==> config.mk <==
export PLATFORM = sky130hd
export DESIGN_NAME = bus_share_arbiter
export DESIGN_NICKNAME = d
export VERILOG_FILES = /design/src/rtl/bsa_pkg.sv /design/src/rtl/bsa_channel.sv /design/src/rtl/bsa_legacy.sv /design/src/rtl/bsa_share_timer.sv /design/src/rtl/bus_share_arbiter.sv
export SDC_FILE = /design/constraint.sdc
export NUM_CORES = 1
export LEC_CHECK = 0
export ABC_AREA = 1
export BUFFER_PORTS_ARGS = -buffer_cell sky130_fd_sc_hd__buf_2
export CORE_ASPECT_RATIO = 0.8
export CORE_MARGIN = 8
export CORE_UTILIZATION = 40
export CTS_BUF_LIST = sky130_fd_sc_hd__clkbuf_4 sky130_fd_sc_hd__clkbuf_8
export CTS_CLUSTER_DIAMETER = 50
export CTS_CLUSTER_SIZE = 28
export DETAILED_ROUTE_END_ITERATION = 10
export GPL_TIMING_DRIVEN = 0
export PLACE_DENSITY = 0.54
export SLEW_MARGIN = 20
export SYNTH_ARGS = -nofsm -noshare
export SYNTH_HDL_FRONTEND = slang
export SYNTH_SLANG_ARGS = --single-unit
==> constraint.sdc <==
create_clock -name clk -period 8.3 [get_ports clk]
set_input_delay 1.66 -clock clk [delete_from_list [all_inputs] [get_ports clk]]
set_output_delay 1.66 -clock clk [all_outputs]
set_load 0.01 [all_outputs]
==> src/rtl/bsa_pkg.sv <==
package bsa_pkg;
   typedef enum logic [1:0] {ST_IDLE, ST_WAIT, ST_SUSP, ST_RUN} chan_st_e;
   localparam int OWN_CPU = 0;
   localparam int OWN_LEG = 1;
   localparam int OWN_CH0 = 2;
   localparam logic [1:0] MODE_INC = 2'd0;
   localparam logic [1:0] MODE_DEC = 2'd1;
endpackage

==> src/rtl/bsa_channel.sv <==
module bsa_channel
   import bsa_pkg::*;
#(
   parameter int WCNT_W = 16,
   parameter int BLOG_W = 3,
   parameter int GAP_W  = 8,
   parameter int ADDR_W = 16
) (
   input  logic              clk,
   input  logic              rst_n,
   input  logic              start,
   input  logic [WCNT_W-1:0] cfg_words,
   input  logic [BLOG_W-1:0] cfg_blog,
   input  logic [GAP_W-1:0]  cfg_gap,
   input  logic [ADDR_W-1:0] cfg_addr,
   input  logic [1:0]        cfg_mode,
   input  logic              cfg_fill,
   input  logic              own,
   input  logic              pick,
   output logic              rdy,
   output logic              blk_last,
   output logic              done,
   output logic [ADDR_W-1:0] addr_o,
   output logic              fill_o
);
   localparam int MAX_LOG = (1 << BLOG_W) - 1;

   initial assert (MAX_LOG < WCNT_W) else $error("block size does not fit the word counter");

   chan_st_e          st_q;
   logic [WCNT_W-1:0] left_q, bleft_q, blk_sz;
   logic [GAP_W-1:0]  gap_q, gcnt_q;
   logic [BLOG_W-1:0] blog_q;
   logic [ADDR_W-1:0] addr_q;
   logic [1:0]        mode_q;
   logic              fill_q, last_word;

   assign blk_sz    = WCNT_W'(1) << blog_q;
   assign last_word = (left_q == WCNT_W'(1));
   assign blk_last  = own && ((bleft_q == WCNT_W'(1)) || last_word);
   assign done      = own && last_word;
   assign rdy       = (st_q == ST_WAIT) || ((st_q == ST_SUSP) && (gcnt_q == GAP_W'(1))) ||
                      (blk_last && !last_word && (gap_q == '0));
   assign addr_o    = addr_q;
   assign fill_o    = fill_q;

   always_ff @(posedge clk or negedge rst_n) begin
      if (!rst_n) begin
         st_q    <= ST_IDLE;
         left_q  <= '0;
         bleft_q <= '0;
         gap_q   <= '0;
         gcnt_q  <= '0;
         blog_q  <= '0;
         addr_q  <= '0;
         mode_q  <= '0;
         fill_q  <= 1'b0;
      end else begin
         case (st_q)
            ST_IDLE: if (start && (cfg_words != '0)) begin
               st_q   <= ST_WAIT;
               left_q <= cfg_words;
               blog_q <= cfg_blog;
               gap_q  <= cfg_gap;
               addr_q <= cfg_addr;
               mode_q <= cfg_mode;
               fill_q <= cfg_fill;
            end
            ST_WAIT: if (pick) begin
               st_q    <= ST_RUN;
               bleft_q <= blk_sz;
            end
            ST_SUSP: begin
               if (gcnt_q == GAP_W'(1)) begin
                  st_q <= pick ? ST_RUN : ST_WAIT;
                  if (pick) bleft_q <= blk_sz;
               end
               gcnt_q <= gcnt_q - GAP_W'(1);
            end
            default: begin
               left_q  <= left_q - WCNT_W'(1);
               bleft_q <= bleft_q - WCNT_W'(1);
               if (mode_q == MODE_INC)      addr_q <= addr_q + ADDR_W'(1);
               else if (mode_q == MODE_DEC) addr_q <= addr_q - ADDR_W'(1);
               if (blk_last) begin
                  if (last_word) begin
                     st_q <= ST_IDLE;
                  end else if (gap_q == '0) begin
                     st_q <= pick ? ST_RUN : ST_WAIT;
                     if (pick) bleft_q <= blk_sz;
                  end else begin
                     st_q   <= ST_SUSP;
                     gcnt_q <= gap_q;
                  end
               end
            end
         endcase
      end
   end

   assert_run_owned_R1: assert property (@(posedge clk) disable iff (!rst_n)
      (st_q == ST_RUN) == own);
   assert_block_whole_R3: assert property (@(posedge clk) disable iff (!rst_n)
      own && !blk_last |=> own);
   assert_gap_hold_R4: assert property (@(posedge clk) disable iff (!rst_n)
      blk_last && !done && (gap_q != '0) |=> !own);
   assert_start_ignored_R9: assert property (@(posedge clk) disable iff (!rst_n)
      (st_q != ST_IDLE) && start && !own |=> left_q == $past(left_q));
endmodule

==> src/rtl/bsa_legacy.sv <==
module bsa_legacy #(
   parameter int WCNT_W = 16
) (
   input  logic              clk,
   input  logic              rst_n,
   input  logic              start,
   input  logic [WCNT_W-1:0] cfg_words,
   input  logic              own,
   input  logic              pick,
   output logic              rdy,
   output logic              last
);
   logic              pend_q;
   logic [WCNT_W-1:0] left_q;

   assign rdy  = pend_q;
   assign last = own && (left_q == WCNT_W'(1));

   always_ff @(posedge clk or negedge rst_n) begin
      if (!rst_n) begin
         pend_q <= 1'b0;
         left_q <= '0;
      end else if (own) begin
         left_q <= left_q - WCNT_W'(1);
      end else if (pend_q) begin
         if (pick) pend_q <= 1'b0;
      end else if (start && (cfg_words != '0)) begin
         pend_q <= 1'b1;
         left_q <= cfg_words;
      end
   end

   assert_leg_whole_R6: assert property (@(posedge clk) disable iff (!rst_n)
      own && !last |=> own);
   assert_leg_pending_R6: assert property (@(posedge clk) disable iff (!rst_n)
      pend_q |-> !own);
endmodule

==> src/rtl/bsa_share_timer.sv <==
module bsa_share_timer #(
   parameter int LOGF_W = 4
) (
   input  logic              clk,
   input  logic              rst_n,
   input  logic              en,
   input  logic [LOGF_W-1:0] log_sel,
   input  logic              dma_own,
   input  logic              free,
   output logic              force_cpu,
   output logic              cpu_win
);
   localparam int TW = (1 << LOGF_W) + 1;

   initial assert (LOGF_W >= 1 && LOGF_W <= 5) else $error("share field width out of range");

   logic [TW-1:0] period, tcnt_q, tnx;
   logic          cpu_q, expire, win_end;

   assign period    = TW'(1) << log_sel;
   assign tnx       = tcnt_q + TW'(dma_own);
   assign expire    = (tnx >= period);
   assign win_end   = (tcnt_q >= period - TW'(1));
   assign force_cpu = en && (cpu_q ? !win_end : (free && expire));
   assign cpu_win   = cpu_q;

   always_ff @(posedge clk or negedge rst_n) begin
      if (!rst_n) begin
         cpu_q  <= 1'b0;
         tcnt_q <= '0;
      end else if (!en) begin
         cpu_q  <= 1'b0;
         tcnt_q <= '0;
      end else if (cpu_q) begin
         if (win_end) begin
            cpu_q  <= 1'b0;
            tcnt_q <= '0;
         end else begin
            tcnt_q <= tcnt_q + TW'(1);
         end
      end else if (free && expire) begin
         cpu_q  <= 1'b1;
         tcnt_q <= '0;
      end else begin
         tcnt_q <= expire ? period : tnx;
      end
   end

   assert_window_entry_R7: assert property (@(posedge clk) disable iff (!rst_n)
      $rose(cpu_q) |-> tcnt_q == '0);
   assert_no_force_off_R7: assert property (@(posedge clk) disable iff (!rst_n)
      !en |=> !cpu_q);
endmodule

==> src/rtl/bus_share_arbiter.sv <==
module bus_share_arbiter
   import bsa_pkg::*;
#(
   parameter int NCH    = 4,
   parameter int WCNT_W = 16,
   parameter int BLOG_W = 3,
   parameter int GAP_W  = 8,
   parameter int ADDR_W = 16,
   parameter int LOGF_W = 4
) (
   input  logic                    clk,
   input  logic                    rst_n,
   input  logic [NCH-1:0]          ch_start,
   input  logic [NCH*WCNT_W-1:0]   ch_words,
   input  logic [NCH*BLOG_W-1:0]   ch_blog,
   input  logic [NCH*GAP_W-1:0]    ch_gap,
   input  logic [NCH*ADDR_W-1:0]   ch_addr,
   input  logic [NCH*2-1:0]        ch_mode,
   input  logic [NCH-1:0]          ch_fill,
   input  logic                    leg_start,
   input  logic [WCNT_W-1:0]       leg_words,
   input  logic                    share_en,
   input  logic [LOGF_W-1:0]       share_log,
   output logic [NCH+1:0]          grant,
   output logic                    bus_rd,
   output logic                    bus_wr,
   output logic [ADDR_W-1:0]       bus_addr,
   output logic [NCH-1:0]          ch_done,
   output logic                    leg_done
);
   localparam int NG = NCH + 2;

   initial assert (NCH >= 1 && NCH <= 16) else $error("channel count out of range");

   logic [NG-1:0]     grant_q, grant_d;
   logic [NCH-1:0]    c_rdy, c_blast, c_done, c_fill;
   logic [ADDR_W-1:0] c_addr [NCH];
   logic              l_rdy, l_last, force_cpu, cpu_win, free;

   for (genvar n = 0; n < NCH; n++) begin : g_ch
      bsa_channel #(.WCNT_W(WCNT_W), .BLOG_W(BLOG_W), .GAP_W(GAP_W), .ADDR_W(ADDR_W)) u_ch (
         .clk      (clk),
         .rst_n    (rst_n),
         .start    (ch_start[n]),
         .cfg_words(ch_words[n*WCNT_W +: WCNT_W]),
         .cfg_blog (ch_blog[n*BLOG_W +: BLOG_W]),
         .cfg_gap  (ch_gap[n*GAP_W +: GAP_W]),
         .cfg_addr (ch_addr[n*ADDR_W +: ADDR_W]),
         .cfg_mode (ch_mode[n*2 +: 2]),
         .cfg_fill (ch_fill[n]),
         .own      (grant_q[OWN_CH0+n]),
         .pick     (grant_d[OWN_CH0+n]),
         .rdy      (c_rdy[n]),
         .blk_last (c_blast[n]),
         .done     (c_done[n]),
         .addr_o   (c_addr[n]),
         .fill_o   (c_fill[n])
      );
   end

   bsa_legacy #(.WCNT_W(WCNT_W)) u_leg (
      .clk      (clk),
      .rst_n    (rst_n),
      .start    (leg_start),
      .cfg_words(leg_words),
      .own      (grant_q[OWN_LEG]),
      .pick     (grant_d[OWN_LEG]),
      .rdy      (l_rdy),
      .last     (l_last)
   );

   bsa_share_timer #(.LOGF_W(LOGF_W)) u_tmr (
      .clk      (clk),
      .rst_n    (rst_n),
      .en       (share_en),
      .log_sel  (share_log),
      .dma_own  (!grant_q[OWN_CPU]),
      .free     (free),
      .force_cpu(force_cpu),
      .cpu_win  (cpu_win)
   );

   assign free = grant_q[OWN_CPU] | (|c_blast) | l_last;

   always_comb begin
      int sel;
      sel     = 0;
      grant_d = grant_q;
      if (free) begin
         grant_d = '0;
         for (int n = NCH - 1; n >= 0; n--) if (c_rdy[n]) sel = n;
         if (force_cpu)    grant_d[OWN_CPU]     = 1'b1;
         else if (|c_rdy)  grant_d[OWN_CH0+sel] = 1'b1;
         else if (l_rdy)   grant_d[OWN_LEG]     = 1'b1;
         else              grant_d[OWN_CPU]     = 1'b1;
      end
   end

   always_ff @(posedge clk or negedge rst_n) begin
      if (!rst_n) grant_q <= NG'(1);
      else        grant_q <= grant_d;
   end

   always_comb begin
      bus_addr = '0;
      for (int n = 0; n < NCH; n++) if (grant_q[OWN_CH0+n]) bus_addr = bus_addr | c_addr[n];
   end

   assign grant    = grant_q;
   assign bus_wr   = !grant_q[OWN_CPU];
   assign bus_rd   = grant_q[OWN_LEG] | (|(grant_q[NG-1:OWN_CH0] & ~c_fill));
   assign ch_done  = c_done;
   assign leg_done = l_last;

   assert_grant_onehot_R1: assert property (@(posedge clk) disable iff (!rst_n)
      $countones(grant_q) == 1);
   assert_cpu_window_R7: assert property (@(posedge clk) disable iff (!rst_n)
      cpu_win |-> grant_q[OWN_CPU]);
   assert_new_before_legacy_R6: assert property (@(posedge clk) disable iff (!rst_n)
      free && !force_cpu && (|c_rdy) |=> !grant_q[OWN_LEG]);
   assert_done_onehot0_R2: assert property (@(posedge clk) disable iff (!rst_n)
      $onehot0({c_done, l_last}));
endmodule

==> metrics <==
gr ovfl total=0; part of the power in the clock network=0.137; VDD IR max=0.000179 V; Fmax=177 MHz; asr flop ratio synth=1.00; final clock skew=0.0556 ns; post-route ant nets=0; hold path start=u_leg.left_q[12]$_DFFE_PN0P_; setup violators final=0; EDFF count, synth=0; Critical Path RT=8.83 ns; drt via density=5.35; CP endpoint kind=flip-flop; first-pass GRT wire length=126 mm; status=completed; slew margin rel.=0.331; Core Footprint=0.0597 mm2; combinational power share=0.618; post-CTS setup repair buffer count=0; Synthesis Warnings=0; Max-cap violations=0; Synth Net Count=3690; Worst Setup SP=share_log[3]; HP Class=reg2reg; Non-Filler Instances=4453; commonest non-fill, non-tap cells in the layout=nand2_1, inv_1, nor2_1, dfrtp_1, o21ai_0; maximum root-to-sink buffer count=3; io pins=241; Tcrit/Tclk final=0.680; Num CTS Buffers=48; worst-path cell chain=buf_2 -> nor2_1 -> inv_1 -> nor2_1 -> inv_1 -> ha_1 -> o21ai_1 -> inv_1 -> o21ai_0 -> nor2_1 -> xor2_1 -> ha_1 -> nand4_1 -> nor3_1 -> nand4_1 -> nand4_1 -> a21oi_2 -> nand2_8 -> nand3_1 -> nand2_2 -> buf_6 -> nand3_1 -> nand3_1 -> o21ai_1; Max H-tree Level=2; largest net degree at the start of global routing=88; leakage=13.2 nW; synthesized cell area=0.0241 mm2; Buf/Inv on CP=5; layout net count=3982; crit path kind=in2reg; final hold violation count=0; Area Growth Syn to Fin=14.5%; P per Cell Area=446 mW/mm2; Sink Count=329; count of different cell masters after synthesis=72; layout cells sized above 1=0.126; GRT Total Usage=0.223; Die ar.=0.0685 mm2; initial antenna violation count=6; Initial DRC Count=1639; Worst-Skew Late Latency=0.67 ns; DP HPWL=61.6 mm; Slew Viols, Final=0; RSZ-0062 raised after global routing=no; Tot Pwr=12.3 mW; Cells after Synth=3339; slowest cell delay on critical path=0.33 ns; slowest CP cell=nor2_1; Inst Count DP=4360; Clock Pin Slew Worst Setup and Hold Paths=0.07 ns; Most used DFF post-synth=dfrtp_1; Syn Area/Cell=7.23 um2; switch share=0.512; Die Height=236 um; Final min period=5.65 ns; DR vias=23831; first drt pass iteration count=5; hold_ws=0.516 ns; # rows=80; DRC=0; Seq pwr share=0.245; FF-to-FF Start=grant[0]$_DFFE_PN1N_; # resized after CTS=0; Die Wd=291 um; Worst Tran Pin Value=0.994 ns; critical-path maximum fanout=10; GPL Wtd Cong=0.926; Sw Pwr=6.31 mW; Startpoint Class=input port; CTS tree=built; commonest non-fill, non-tap cell in the layout=nand2_1; CP arrival=6.17 ns; Initial Utilization=0.405; Post-Route WL=79.2 mm; number of global-route vias before repair=23295; IO buf count=239; CP delay by family, top=simple AND/OR/NAND/NOR gates; register area share after synthesis=0.341; #FFs+latches synth=329; internal power=6.00 mW; FILL cells=6144; root buffer cell=clkbuf_8; drt wl/cell=17.8 um; Post-CTS Hold Fix Bufs=0
## layer usage
layer	vias up	global-route usage	share of wire	wire length [um]
met5	-	0	0.00029	23
met4	4	0.0701	0.026	2080
met3	125	0.0409	0.067	5300
met2	655	0.338	0.43	33900
met1	11224	0.319	0.48	37800
li1	11823	-	-	-
## area by class of cell
class,instances,area (um2),area share
antenna,3,7.51,0.000272
buffer,114,537,0.0194
multi-input combinational,2472,13800,0.498
timing repair buffer,242,1290,0.0466
clock buffer,59,800,0.0289
sequential,329,8230,0.298
inverter,424,1600,0.0579
clock inverter,31,418,0.0151
tap,779,975,0.0353
## flip-flops by register name, summed over array words and instances (netlist names)
| name | flops |
|---|---|
| g_ch.u_ch.addr_o | 64 |
| g_ch.u_ch.bleft_q | 64 |
| g_ch.u_ch.blog_q | 12 |
| g_ch.u_ch.fill_o | 4 |
| g_ch.u_ch.gap_q | 32 |
| g_ch.u_ch.gcnt_q | 32 |
| g_ch.u_ch.left_q | 64 |
| g_ch.u_ch.mode_q | 8 |
| g_ch.u_ch.st_q | 8 |
| grant | 6 |
| u_leg.left_q | 16 |
| u_leg.rdy | 1 |
| u_tmr.cpu_win | 1 |
| u_tmr.tcnt_q | 17 |
## worst register-to-register path, delay by kind of cell, from the launching register on
| kind | cells | cell delay (ns) |
|---|---|---|
| AO/OA/AOI/OAI | 2 | 0.18 |
| XOR/XNOR | 1 | 0.28 |
| adder cells (fa/ha/maj) | 2 | 0.49 |
| buffers and inverters | 4 | 0.50 |
| flip-flops | 1 | 0.39 |
| AND/OR/NAND/NOR | 19 | 2.27 |
## cell families (layout without fill, tap and decap cells)
logic type                 count (synthesis)  count (layout)  synth area share
AOI/OAI and AO/OA                        747             747             0.177
xor gates and xnor gates                 146             146            0.0530
adders and majority gates                139             139            0.0733
buffers and inverters                    538             870            0.0885
DFF                                      329             329             0.341
muxes                                     16              16           0.00741
other                                      1               4          0.000155
and+or+nand+nor                         1423            1423             0.260
## worst paths after layout
check / slack (ns) / cells after the start / end
worst max-delay path: 2.65 / 24 / g_ch[2].u_ch.bleft_q[12]$_DFFE_PN0P_
worst min-delay path: 0.52 / 1 / u_leg.left_q[12]$_DFFE_PN0P_
worst max register to register: 4.09 / 28 / g_ch[2].u_ch.bleft_q[12]$_DFFE_PN0P_
worst min register to register: 0.52 / 1 / u_leg.left_q[12]$_DFFE_PN0P_
max in group asynchronous: 6.35 / 2 / grant[0]$_DFFE_PN1N_
min in group asynchronous: 0.99 / 1 / g_ch[3].u_ch.left_q[7]$_DFFE_PN0P_
## through the flow
| stage | setup WS (ns) | setup TNS (ns) | utilization | cell area [um2] |
|---|---|---|---|---|
| after detailed placement | 1.95 | 0 | 0.443 | 26400 |
| after global placement | -1.34 | -424.00 | 0.441 | 26300 |
| after global routing | 2.38 | 0 | 0.463 | 27600 |
| final | 2.65 | 0 | 0.463 | 27600 |
| after floorplan | 3.29 | 0 | - | 24100 |
| after CTS | 2.70 | 0 | 0.463 | 27600 |
## power by group through the flow
stage / Sequential (mW) / Combinational, mW / Clock [mW]
2_1_floorplan: 2.84 / 5.69 / 0
3_3_place_gp: 3.02 / 7.39 / 0
3_5_place_dp: 3.03 / 7.53 / 0
4_1_cts: 3.01 / 7.57 / 1.75
5_1_grt: 3.12 / 8.64 / 1.81
6_report: 3.02 / 7.61 / 1.69
## Yosys cell counts, types with 55 or more instances
library cell | instances | share of area
a21oi_1 | 203 | 0.042
clkbuf_1 | 82 | 0.013
dfrtp_1 | 328 | 0.34
ha_1 | 135 | 0.070
inv_1 | 396 | 0.062
nand2_1 | 641 | 0.10
nand3_1 | 202 | 0.042
nor2_1 | 335 | 0.052
nor3_1 | 75 | 0.016
o211ai_1 | 60 | 0.019
o21ai_0 | 308 | 0.064
o22ai_1 | 55 | 0.014
xor2_1 | 116 | 0.042
No activity file was read; power rests on OpenSTA's default activity.
